--- src/rtl/lpc_pkg.sv ---
package lpc_pkg;
  typedef enum logic [1:0] {
    ST_RUN  = 2'd0,
    ST_IDLE = 2'd1,
    ST_STBY = 2'd2,
    ST_WAKE = 2'd3
  } lpc_state_e;
endpackage

--- src/rtl/lpc_rst_sync.sv ---
module lpc_rst_sync #(
  parameter int STAGES = 2
) (
  input  logic clk,
  input  logic arst_n,
  output logic rst_n_sync
);
  logic [STAGES-1:0] sync_q;

  always_ff @(posedge clk or negedge arst_n) begin
    if (!arst_n) sync_q <= '0;
    else         sync_q <= {sync_q[STAGES-2:0], 1'b1};
  end

  assign rst_n_sync = sync_q[STAGES-1];
endmodule

--- src/rtl/lpc_req_decode.sv ---
module lpc_req_decode #(
  parameter int ADDR_W   = 12,
  parameter int IDLE_OFS = 'h800,
  parameter int STBY_OFS = 'h840
) (
  input  logic              wr_en,
  input  logic [ADDR_W-1:0] wr_addr,
  input  logic              irq_pending,
  input  logic              disp_en,
  output logic              req_idle,
  output logic              req_stby,
  output logic              stby_refused
);
  localparam logic [ADDR_W-1:0] IDLE_A = ADDR_W'(IDLE_OFS);
  localparam logic [ADDR_W-1:0] STBY_A = ADDR_W'(STBY_OFS);

  logic wr_ok;
  logic hit_stby;

  // a pending interrupt cancels any request outright
  assign wr_ok        = wr_en && !irq_pending;
  assign hit_stby     = wr_ok && (wr_addr == STBY_A);
  assign req_idle     = wr_ok && (wr_addr == IDLE_A);
  assign req_stby     = hit_stby && !disp_en;
  assign stby_refused = hit_stby && disp_en;
endmodule

--- src/rtl/lpc_settle_timer.sv ---
module lpc_settle_timer #(
  parameter int SETTLE_CYC = 16
) (
  input  logic clk,
  input  logic rst_n,
  input  logic load,
  input  logic run,
  output logic done
);
  localparam int CNT_W = (SETTLE_CYC < 2) ? 1 : $clog2(SETTLE_CYC);
  localparam logic [CNT_W-1:0] LOAD_VAL = CNT_W'(SETTLE_CYC - 1);

  logic [CNT_W-1:0] cnt_q, cnt_d;
  logic             cnt_ce;

  assign cnt_ce = load || (run && (cnt_q != '0));

  always_comb begin
    cnt_d = cnt_q;
    if (load)        cnt_d = LOAD_VAL;
    else if (cnt_ce) cnt_d = cnt_q - 1'b1;
  end

  always_ff @(posedge clk or negedge rst_n) begin
    if (!rst_n)      cnt_q <= '0;
    else if (cnt_ce) cnt_q <= cnt_d;
  end

  assign done = (cnt_q == '0);
endmodule

--- src/rtl/lpc_ctrl.sv ---
module lpc_ctrl
  import lpc_pkg::*;
#(
  parameter int ADDR_W     = 12,
  parameter int IDLE_OFS   = 'h800,
  parameter int STBY_OFS   = 'h840,
  parameter int SETTLE_CYC = 16,
  parameter int SYNC_STG   = 2
) (
  input  logic              clk,
  input  logic              rst_n,
  input  logic              wr_en,
  input  logic [ADDR_W-1:0] wr_addr,
  input  logic              irq_pending,
  input  logic              disp_en,
  output logic              osc_en,
  output logic              cpu_clk_en,
  output logic              disp_ok,
  output logic              stby_blocked,
  output logic [1:0]        state_dbg
);
  logic       rst_n_s;
  logic       req_idle, req_stby, stby_refused;
  logic       tmr_load, tmr_done;
  lpc_state_e state_q, state_d;
  logic       blk_q, blk_d;

  lpc_rst_sync #(.STAGES(SYNC_STG)) rst_sync_i (
    .clk        (clk),
    .arst_n     (rst_n),
    .rst_n_sync (rst_n_s)
  );

  lpc_req_decode #(
    .ADDR_W   (ADDR_W),
    .IDLE_OFS (IDLE_OFS),
    .STBY_OFS (STBY_OFS)
  ) dec_i (
    .wr_en        (wr_en),
    .wr_addr      (wr_addr),
    .irq_pending  (irq_pending),
    .disp_en      (disp_en),
    .req_idle     (req_idle),
    .req_stby     (req_stby),
    .stby_refused (stby_refused)
  );

  lpc_settle_timer #(.SETTLE_CYC(SETTLE_CYC)) tmr_i (
    .clk   (clk),
    .rst_n (rst_n_s),
    .load  (tmr_load),
    .run   (state_q == ST_WAKE),
    .done  (tmr_done)
  );

  // next-state logic; requests are honoured only in RUN
  always_comb begin
    state_d  = state_q;
    blk_d    = 1'b0;
    tmr_load = 1'b0;
    unique case (state_q)
      ST_RUN: begin
        if (req_idle)      state_d = ST_IDLE;
        else if (req_stby) state_d = ST_STBY;
        blk_d = stby_refused;
      end
      ST_IDLE: if (irq_pending) state_d = ST_RUN;
      ST_STBY: begin
        if (irq_pending) begin
          state_d  = ST_WAKE;
          tmr_load = 1'b1;
        end
      end
      ST_WAKE: if (tmr_done) state_d = ST_RUN;
      default: state_d = ST_RUN;
    endcase
  end

  always_ff @(posedge clk or negedge rst_n_s) begin
    if (!rst_n_s) begin
      state_q <= ST_RUN;
      blk_q   <= 1'b0;
    end else begin
      state_q <= state_d;
      blk_q   <= blk_d;
    end
  end

  assign osc_en       = (state_q != ST_STBY);
  assign cpu_clk_en   = (state_q == ST_RUN);
  assign disp_ok      = (state_q == ST_RUN);
  assign stby_blocked = blk_q;
  assign state_dbg    = state_q;
endmodule

--- config.mk ---
export PLATFORM = sky130hd
export DESIGN_NAME = lpc_ctrl
export DESIGN_NICKNAME = d
export VERILOG_FILES = /design/src/rtl/lpc_pkg.sv /design/src/rtl/lpc_rst_sync.sv /design/src/rtl/lpc_req_decode.sv /design/src/rtl/lpc_settle_timer.sv /design/src/rtl/lpc_ctrl.sv
export SDC_FILE = /design/constraint.sdc
export NUM_CORES = 1
export LEC_CHECK = 0
export ABC_AREA = 1
export BUFFER_PORTS_ARGS = -buffer_cell sky130_fd_sc_hd__clkbuf_2
export CORE_UTILIZATION = 46
export CTS_BUF_LIST = sky130_fd_sc_hd__clkbuf_4 sky130_fd_sc_hd__clkbuf_8 sky130_fd_sc_hd__clkbuf_16
export DETAILED_ROUTE_END_ITERATION = 12
export GPL_ROUTABILITY_DRIVEN = 0
export PLACE_DENSITY = 0.78
export SYNTH_ARGS = -nofsm -noshare
export SYNTH_HDL_FRONTEND = slang
export SYNTH_HIERARCHICAL = 1
export SYNTH_SLANG_ARGS = --single-unit
--- constraint.sdc ---
create_clock -name clk -period 0.8 [get_ports clk]
set_input_delay 0.08 -clock clk [delete_from_list [all_inputs] [get_ports clk]]
set_output_delay 0.08 -clock clk [all_outputs]
set_load 0.005 [all_outputs]
==> results.md, run 1 <==
- Clock group share of total power: between 10% and 20%
- Die footprint: 1510 um2
- Peak supply drop: about 2.1 mV
- Critical path required time: 0.72 ns
- Worst path cell trace: inv_1, nand2_1, buf_4, clkbuf_2
- Syn_area_per_cell: roughly 7 um2
- GRT Total Usage: about a quarter
- Largest net degree at the start of global routing: 8
- CP Capture Type: output pin
- Pre-CTS setup slack: -0.380 ns
- Worst-path clk slew: ~0.060 ns
- Worst Setup Path Type: reg2out
- Failing checks: setup timing
- Sequential cell area fraction in the yosys report: between 30% and 40%
- Post-synth top area cell: dfrtp_1
- Root buf cell: clkbuf_4
- Sw Ratio: a little over two fifths
- Routed Antenna Nets: 0
- Critical path's slowest cell: dfrtp_1
- Final layout net count: approximately 150
- Horiz. Die Dim: approximately 39 um
- Status: finished, violations left
- Data arrival, critical path: ~1.1 ns
- Synth-to-layout area growth: 50.8%
- DRT iter0 DRCs: 14
- Vias in the first global route: 675
- Antenna Cells: 0
- Cell family with most CP delay: flip-flops
- Crit Path Max Fanout: 4
- Routed Wire Length: about 1.5 mm
- IO Count: 23
- Max-cap violations: 0
- Syn_nets: 107
- Fin crit period: approximately 1.2 ns
- Final Cell Area: 940 um2
- Inst Count DP: approximately 140
- Slowest cell delay on critical path: approximately 0.43 ns
- Pwr Density: about 3300 nW/um2
- Initial core utilization: a little over half
- Internal: roughly 1.8 mW
- Inserted Clock Buffers: 3
- Area contributors post-synth: dfrtp_1 36%, nand2_1 11%, inv_1 10%
- Mapped cell area: 623 um2
- Power Total: 3.14 mW
- Gate Count Post-Synth: 89
- Mean number of vias per cell: between 4 and 5
- TritonCTS clock tree: done
- # DRC: 0
- Ys Warns: 6
- Period utilisation layout: 147%
- Commonest non-fill, non-tap cell in the layout: clkbuf_2
- Max H-tree Level: 1
- Core area: between 1000 and 1500 um2
- DPL Wire Length: 1.14 mm
- Top-area cell type share of the netlist area: roughly 36%
- IO Port Bufs: 22
- WP buf/inv: 3
- Final worst setup slack: -0.379 ns
- First-pass GRT wire length: between 2 and 2.5 mm
- Floorplan row count: 12
- Type of the worst min-delay path: in2reg
- Synth Register Bits: 9
- Per-cell routed wire length: a little over 10 um
- CP Launch Type: flip-flop
- CTS Buffer Depth: 2
- Share of cells above drive strength 1: 50.8%
- Psw: roughly 1.4 mW
- Slew Viols, Final: 0
- Comb power frac: between 60 and 70%
- Clk sinks: 9
- Commonest cells after routing, fill and taps aside: 22 x clkbuf_2, 17 x nand2_1, 16 x buf_4
- Clock Latency Late Sink: around 0.27 ns
- Final setup viols: 13
- Unique masters post-synth: 17
- Unrepaired setup endpoints after global routing: true
- Die Y: 38.8 um
- Via count: roughly 690
- Max Freq: 848 MHz
- GRT overflow: 0
- Seq pwr share: approximately a quarter
- Placed cell area: approximately 860 um2
- Leak Pwr: between 0.5 and 0.6 nW
- Finished Layout Cells: 146
- Antenna violations before repair: 0
- Setup Skew: ~0.0024 ns
- DRT Pass-1 Iters: 4
- Final hold violations: 0
## flip-flops by register name (all words and copies together), names as in the netlist
name and flops:
rst_sync_i/sync_q 2, stby_blocked 1, state_dbg 2, tmr_i/cnt_q 4
## worst register-to-register path, cell delays in order (launching register included)
cell     delay [ns]
dfrtp_1        0.38
inv_2          0.08
ha_4           0.15
nand3_4        0.09
inv_2          0.07
inv_2          0.04
nand2_4        0.06
nand3_2        0.07
nand2_1        0.06
nand2_1        0.05
## area by class of cell
class                      instances  area [um2]
multi-input combinational         60         347
timing repair buffer              40         251
fill                              79         246
sequential                         9         225
inverter                          19        71.3
clock buffer                       3        22.5
tap                               14        17.5
clock inverter                     1        5.00
## per-layer routing
layer	vias up	GRT usage [%]	share of wire, %
met4	0	6.90	2.3
li1	355	-	-
met2	13	47.1	54
met3	4	11.6	4.0
met5	-	0	0
met1	313	23.2	40
## power groups by stage
stage                     logic [mW]  registers (mW)  clock network [mW]
after floorplan                 1.07           0.763                   0
after global placement          1.70           0.748                   0
after detailed placement        1.79           0.754                   0
after CTS                       1.98           0.755               0.365
after global routing            2.20           0.784               0.387
final                           2.03           0.763               0.352
## cells by family (layout without fill, tap and decap cells)
group                    Yosys count  after routing  share of synthesized area [%]
AO/OA/AOI/OAI                      3              3                           3.61
adder cells (fa/ha/maj)            1              1                           2.01
flip-flops                         9              9                           36.1
buffers and inverters             20             63                           12.7
other                              1              1                          0.602
AND/OR/NAND/NOR                   55             55                           45.0
## per-stage QoR
step                utilization, %  setup TNS [ns]  hold WS, ns
floorplan                        -           -1.55       -0.216
global placement              72.2           -1.87       -0.135
detailed placement            72.2           -2.24       -0.132
CTS                           78.5           -3.63       0.0977
global route                  79.2           -4.38        0.124
finish                        79.2           -3.70        0.103
## path summary, 6_finish.rpt
kind	start	endpoint	slack, ns	cells past startpoint
setup / recovery	state_dbg[0]	osc_en	-0.38	4
hold / removal	disp_en	stby_blocked	0.10	5
setup reg to reg	tmr_i/cnt_q[0]	state_dbg[1]	-0.36	9
hold reg to reg	rst_sync_i/sync_q[1]	state_dbg[0]	0.12	0
max in group asynchronous	rst_sync_i/sync_q[1]	tmr_i/cnt_q[3]	0.46	0
min in group asynchronous	rst_sync_i/sync_q[1]	state_dbg[0]	0.12	0
## Yosys cell counts
cell     number
o21ai_2       2
nand4_1       3
a21oi_1       1
inv_2         2
ha_1          1
dfrtp_1       9
nand2_1      19
nor2_1       16
buf_4         1
nand3_4       1
nand2_4       2
nand3_1       7
inv_1        17
conb_1        1
nor2_2        1
nand3_2       3
nand2_2       3
## what timing repair did
| action | 4_1_cts | 5_1_grt |
|---|---|---|
| endpoints found under the setup margin | 13 | 13 |
| gates resized for setup | 3 | 2 |
| hold endpoints to repair | 2 | 0 |
| buffers inserted | 4 | 0 |
| pin swaps | 1 | 0 |
| hold buffers | 1 | 0 |
Power figures use the tool's default switching activity.
==> inputs of run 2 (changes only) <==
Settings changed: SKIP_CTS_REPAIR_TIMING from default to 1.
Clock period 0.8 ns to 1.1 ns, I/O delays scaled along.
==> results.md, run 2 (synthesis results as in run 1) <==
- Status: finished, violations left
- Failing checks: setup timing
- Worst Setup Path Type: reg2reg
- CTS Buffer Depth: 2 (unchanged)
- Floorplan row count: 12 (unchanged)
- Share of cells above drive strength 1: 47.2% (-3.6 points)
- Fillers: 99 (+25%)
- Worst-path clk slew: 0.06 ns (about the same)
- Routed Wire Length: 1.36 mm (-10%)
- Setup Skew: 0.00190 ns (-0.000532 ns)
- Leak Pwr: 0.487 nW (-6.5%)
- Type of the worst min-delay path: reg2async
- Die footprint: 1510 um2 (unchanged)
- Max-cap violations: 0 (unchanged)
- Placed cell area: 823 um2 (-3.8%)
- DPL Wire Length: 1.14 mm (-0.39%)
- Critical path's slowest cell: dfrtp_1
- Critical path required time: 1.25 ns (+0.53 ns)
- R2r setup slk: -0.07 ns (+0.29 ns)
- Final layout net count: 144 (-4.6%)
- Reg2reg end: state_dbg[1]
- Initial core utilization: 52.5% (unchanged)
- Via count: 652 (-4.8%)
- Routed Antenna Nets: 0 (unchanged)
- Peak supply drop: 1.57 mV (-26%)
- First-pass GRT wire length: 2.43 mm (-0.86%)
- Worst path cell trace: inv_2, ha_4, nand3_4, inv_2, inv_2, nand2_4, nand3_2, nand2_1, nand2_1
- Crit Path Max Fanout: 3 (-1)
- Mean number of vias per cell: 4.69 (about the same)
- Final worst setup slack: -0.0725 ns (+0.307 ns)
- GRT overflow: 0 (unchanged)
- Final hold violations: 0 (unchanged)
- CP Launch Type: flip-flop
- Reg2Reg Depth: 9 (unchanged)
- CP Capture Type: flip-flop
- Final Cell Area: 885 um2 (-5.9%)
- Die Y: 38.8 um (unchanged)
- Multi-input logic area: 347 um2 (unchanged)
- Max FFs per register: 4 (unchanged)
- Core area: 1190 um2 (unchanged)
- Root buf cell: clkbuf_4
- GRT Total Usage: 24.3% (-0.54 points)
- R2R Path Start: tmr_i/cnt_q[0]
- Inst Count DP: 133 (-2.9%)
- Max Freq: approximately 850 MHz
- Largest register by flop count: tmr_i/cnt_q
- Slew Viols, Final: 0 (unchanged)
- WP buf/inv: 3 (unchanged)
- Clock Latency Late Sink: 0.26 ns (about the same)
- DRT Pass-1 Iters: 5 (+1)
- Cell family with most CP delay: flip-flops
- Largest net degree at the start of global routing: 8 (unchanged)
- Max H-tree Level: 1 (unchanged)
- Commonest cells after routing, fill and taps aside: 22 x clkbuf_2, 19 x nand2_1, 14 x nor2_1
- # DRC: 0 (unchanged)
- Period utilisation layout: 107%
- IO Port Bufs: 22 (unchanged)
- Fin crit period: 1.17 ns
- TritonCTS clock tree: done
- Pwr Density: 2370 nW/um2 (-29%)
- Antenna Cells: 0 (unchanged)
- IO Count: 23 (unchanged)
- Final setup viols: 4 (-9)
- Inserted Clock Buffers: 3 (unchanged)
- Vias in the first global route: 593 (-12%)
- Horiz. Die Dim: 38.8 um (unchanged)
- Data arrival, critical path: 1.32 ns (+0.22 ns)
- Clk sinks: 9 (unchanged)
- Antenna violations before repair: 0 (unchanged)
- Per-cell routed wire length: 9.79 um (-5.5%)
- Commonest non-fill, non-tap cell in the layout: clkbuf_2
- DRT iter0 DRCs: 18 (+4)
- Most common cell on crit path: inv_2
- Finished Layout Cells: 139 (-4.8%)
- Unrepaired setup endpoints after global routing: true
- Synth-to-layout area growth: 42.0%
- Slowest cell delay on critical path: 0.38 ns (-0.05 ns)
- Seq. cell area: 226 um2 (+0.56%)
run 2: cell types whose count changed in the layout (fill, tap and decap cells not counted):
cell,before,now
nor2_4,0,1
buf_4,16,10
buf_6,1,0
nor2_2,3,2
nand2_1,17,19
dfrtp_1,9,8
dfrtp_2,0,1
nand2_2,4,2
run 2: cell type report:
cell class / count / area share (%)
Timing Repair Buffer: 33 / 22.1
Clock inverter: 1 / 0.566
Sequential cell: 9 / 25.6
Multi-Input combinational cell: 60 / 39.2
Clock buffer: 3 / 2.55
Inverter: 19 / 8.06
Tap cell: 14 / 1.98
run 2: per-layer routing:
layer  vias up  wire length [um]  global-route usage (%)
li1        345                 -                       -
met2        14               692                    36.7
met3         2                62                    8.67
met4         0                11                    10.3
met1       291               595                    30.9
met5         -                 0                       0
run 2: worst register-to-register path, cell delays in order (launching register included):
cell     delay [ns]
dfrtp_1        0.38
inv_2          0.08
ha_4           0.15
nand3_4        0.10
inv_2          0.07
inv_2          0.04
nand2_4        0.06
nand3_2        0.08
nand2_1        0.07
nand2_1        0.04
run 2: worst max path at each step:
stage	startpoint	to	slack (ns)	cells past startpoint
after detailed placement	wr_addr[3]	state_dbg[0]	-0.08	11
after floorplan	tmr_i/cnt_q[0]	state_dbg[0]	-0.005	9
final	tmr_i/cnt_q[0]	state_dbg[1]	-0.07	9
after global placement	tmr_i/cnt_q[1]	state_dbg[1]	-0.04	9
after CTS	state_dbg[0]	cpu_clk_en	-0.15	3
after global routing	tmr_i/cnt_q[1]	state_dbg[1]	-0.16	9
run 2: report_power, final:
group / switching [mW] / leakage, nW / internal [mW]
registers: 0.115 / 0.105 / 0.450
clock network: 0.110 / 0.0177 / 0.134
logic: 0.687 / 0.364 / 0.605
total: 0.913 / 0.487 / 1.19
run 2: per-stage QoR:
| step | TNS (ns) | setup WS (ns) | power [mW] | utilization, % | hold slack, ns |
|---|---|---|---|---|---|
| 2_1_floorplan | -0.0110 | -0.00550 | 1.33 | - | -0.186 |
| 3_3_place_gp | -0.0709 | -0.0391 | 1.73 | 69.4 | -0.104 |
| 3_5_place_dp | -0.193 | -0.0817 | 1.78 | 69.4 | -0.103 |
| 4_1_cts | -0.554 | -0.151 | 2.04 | 71.7 | -0.385 |
| 5_1_grt | -0.986 | -0.158 | 2.29 | 74.6 | 0.136 |
| 6_report | -0.279 | -0.0725 | 2.10 | 74.6 | 0.111 |
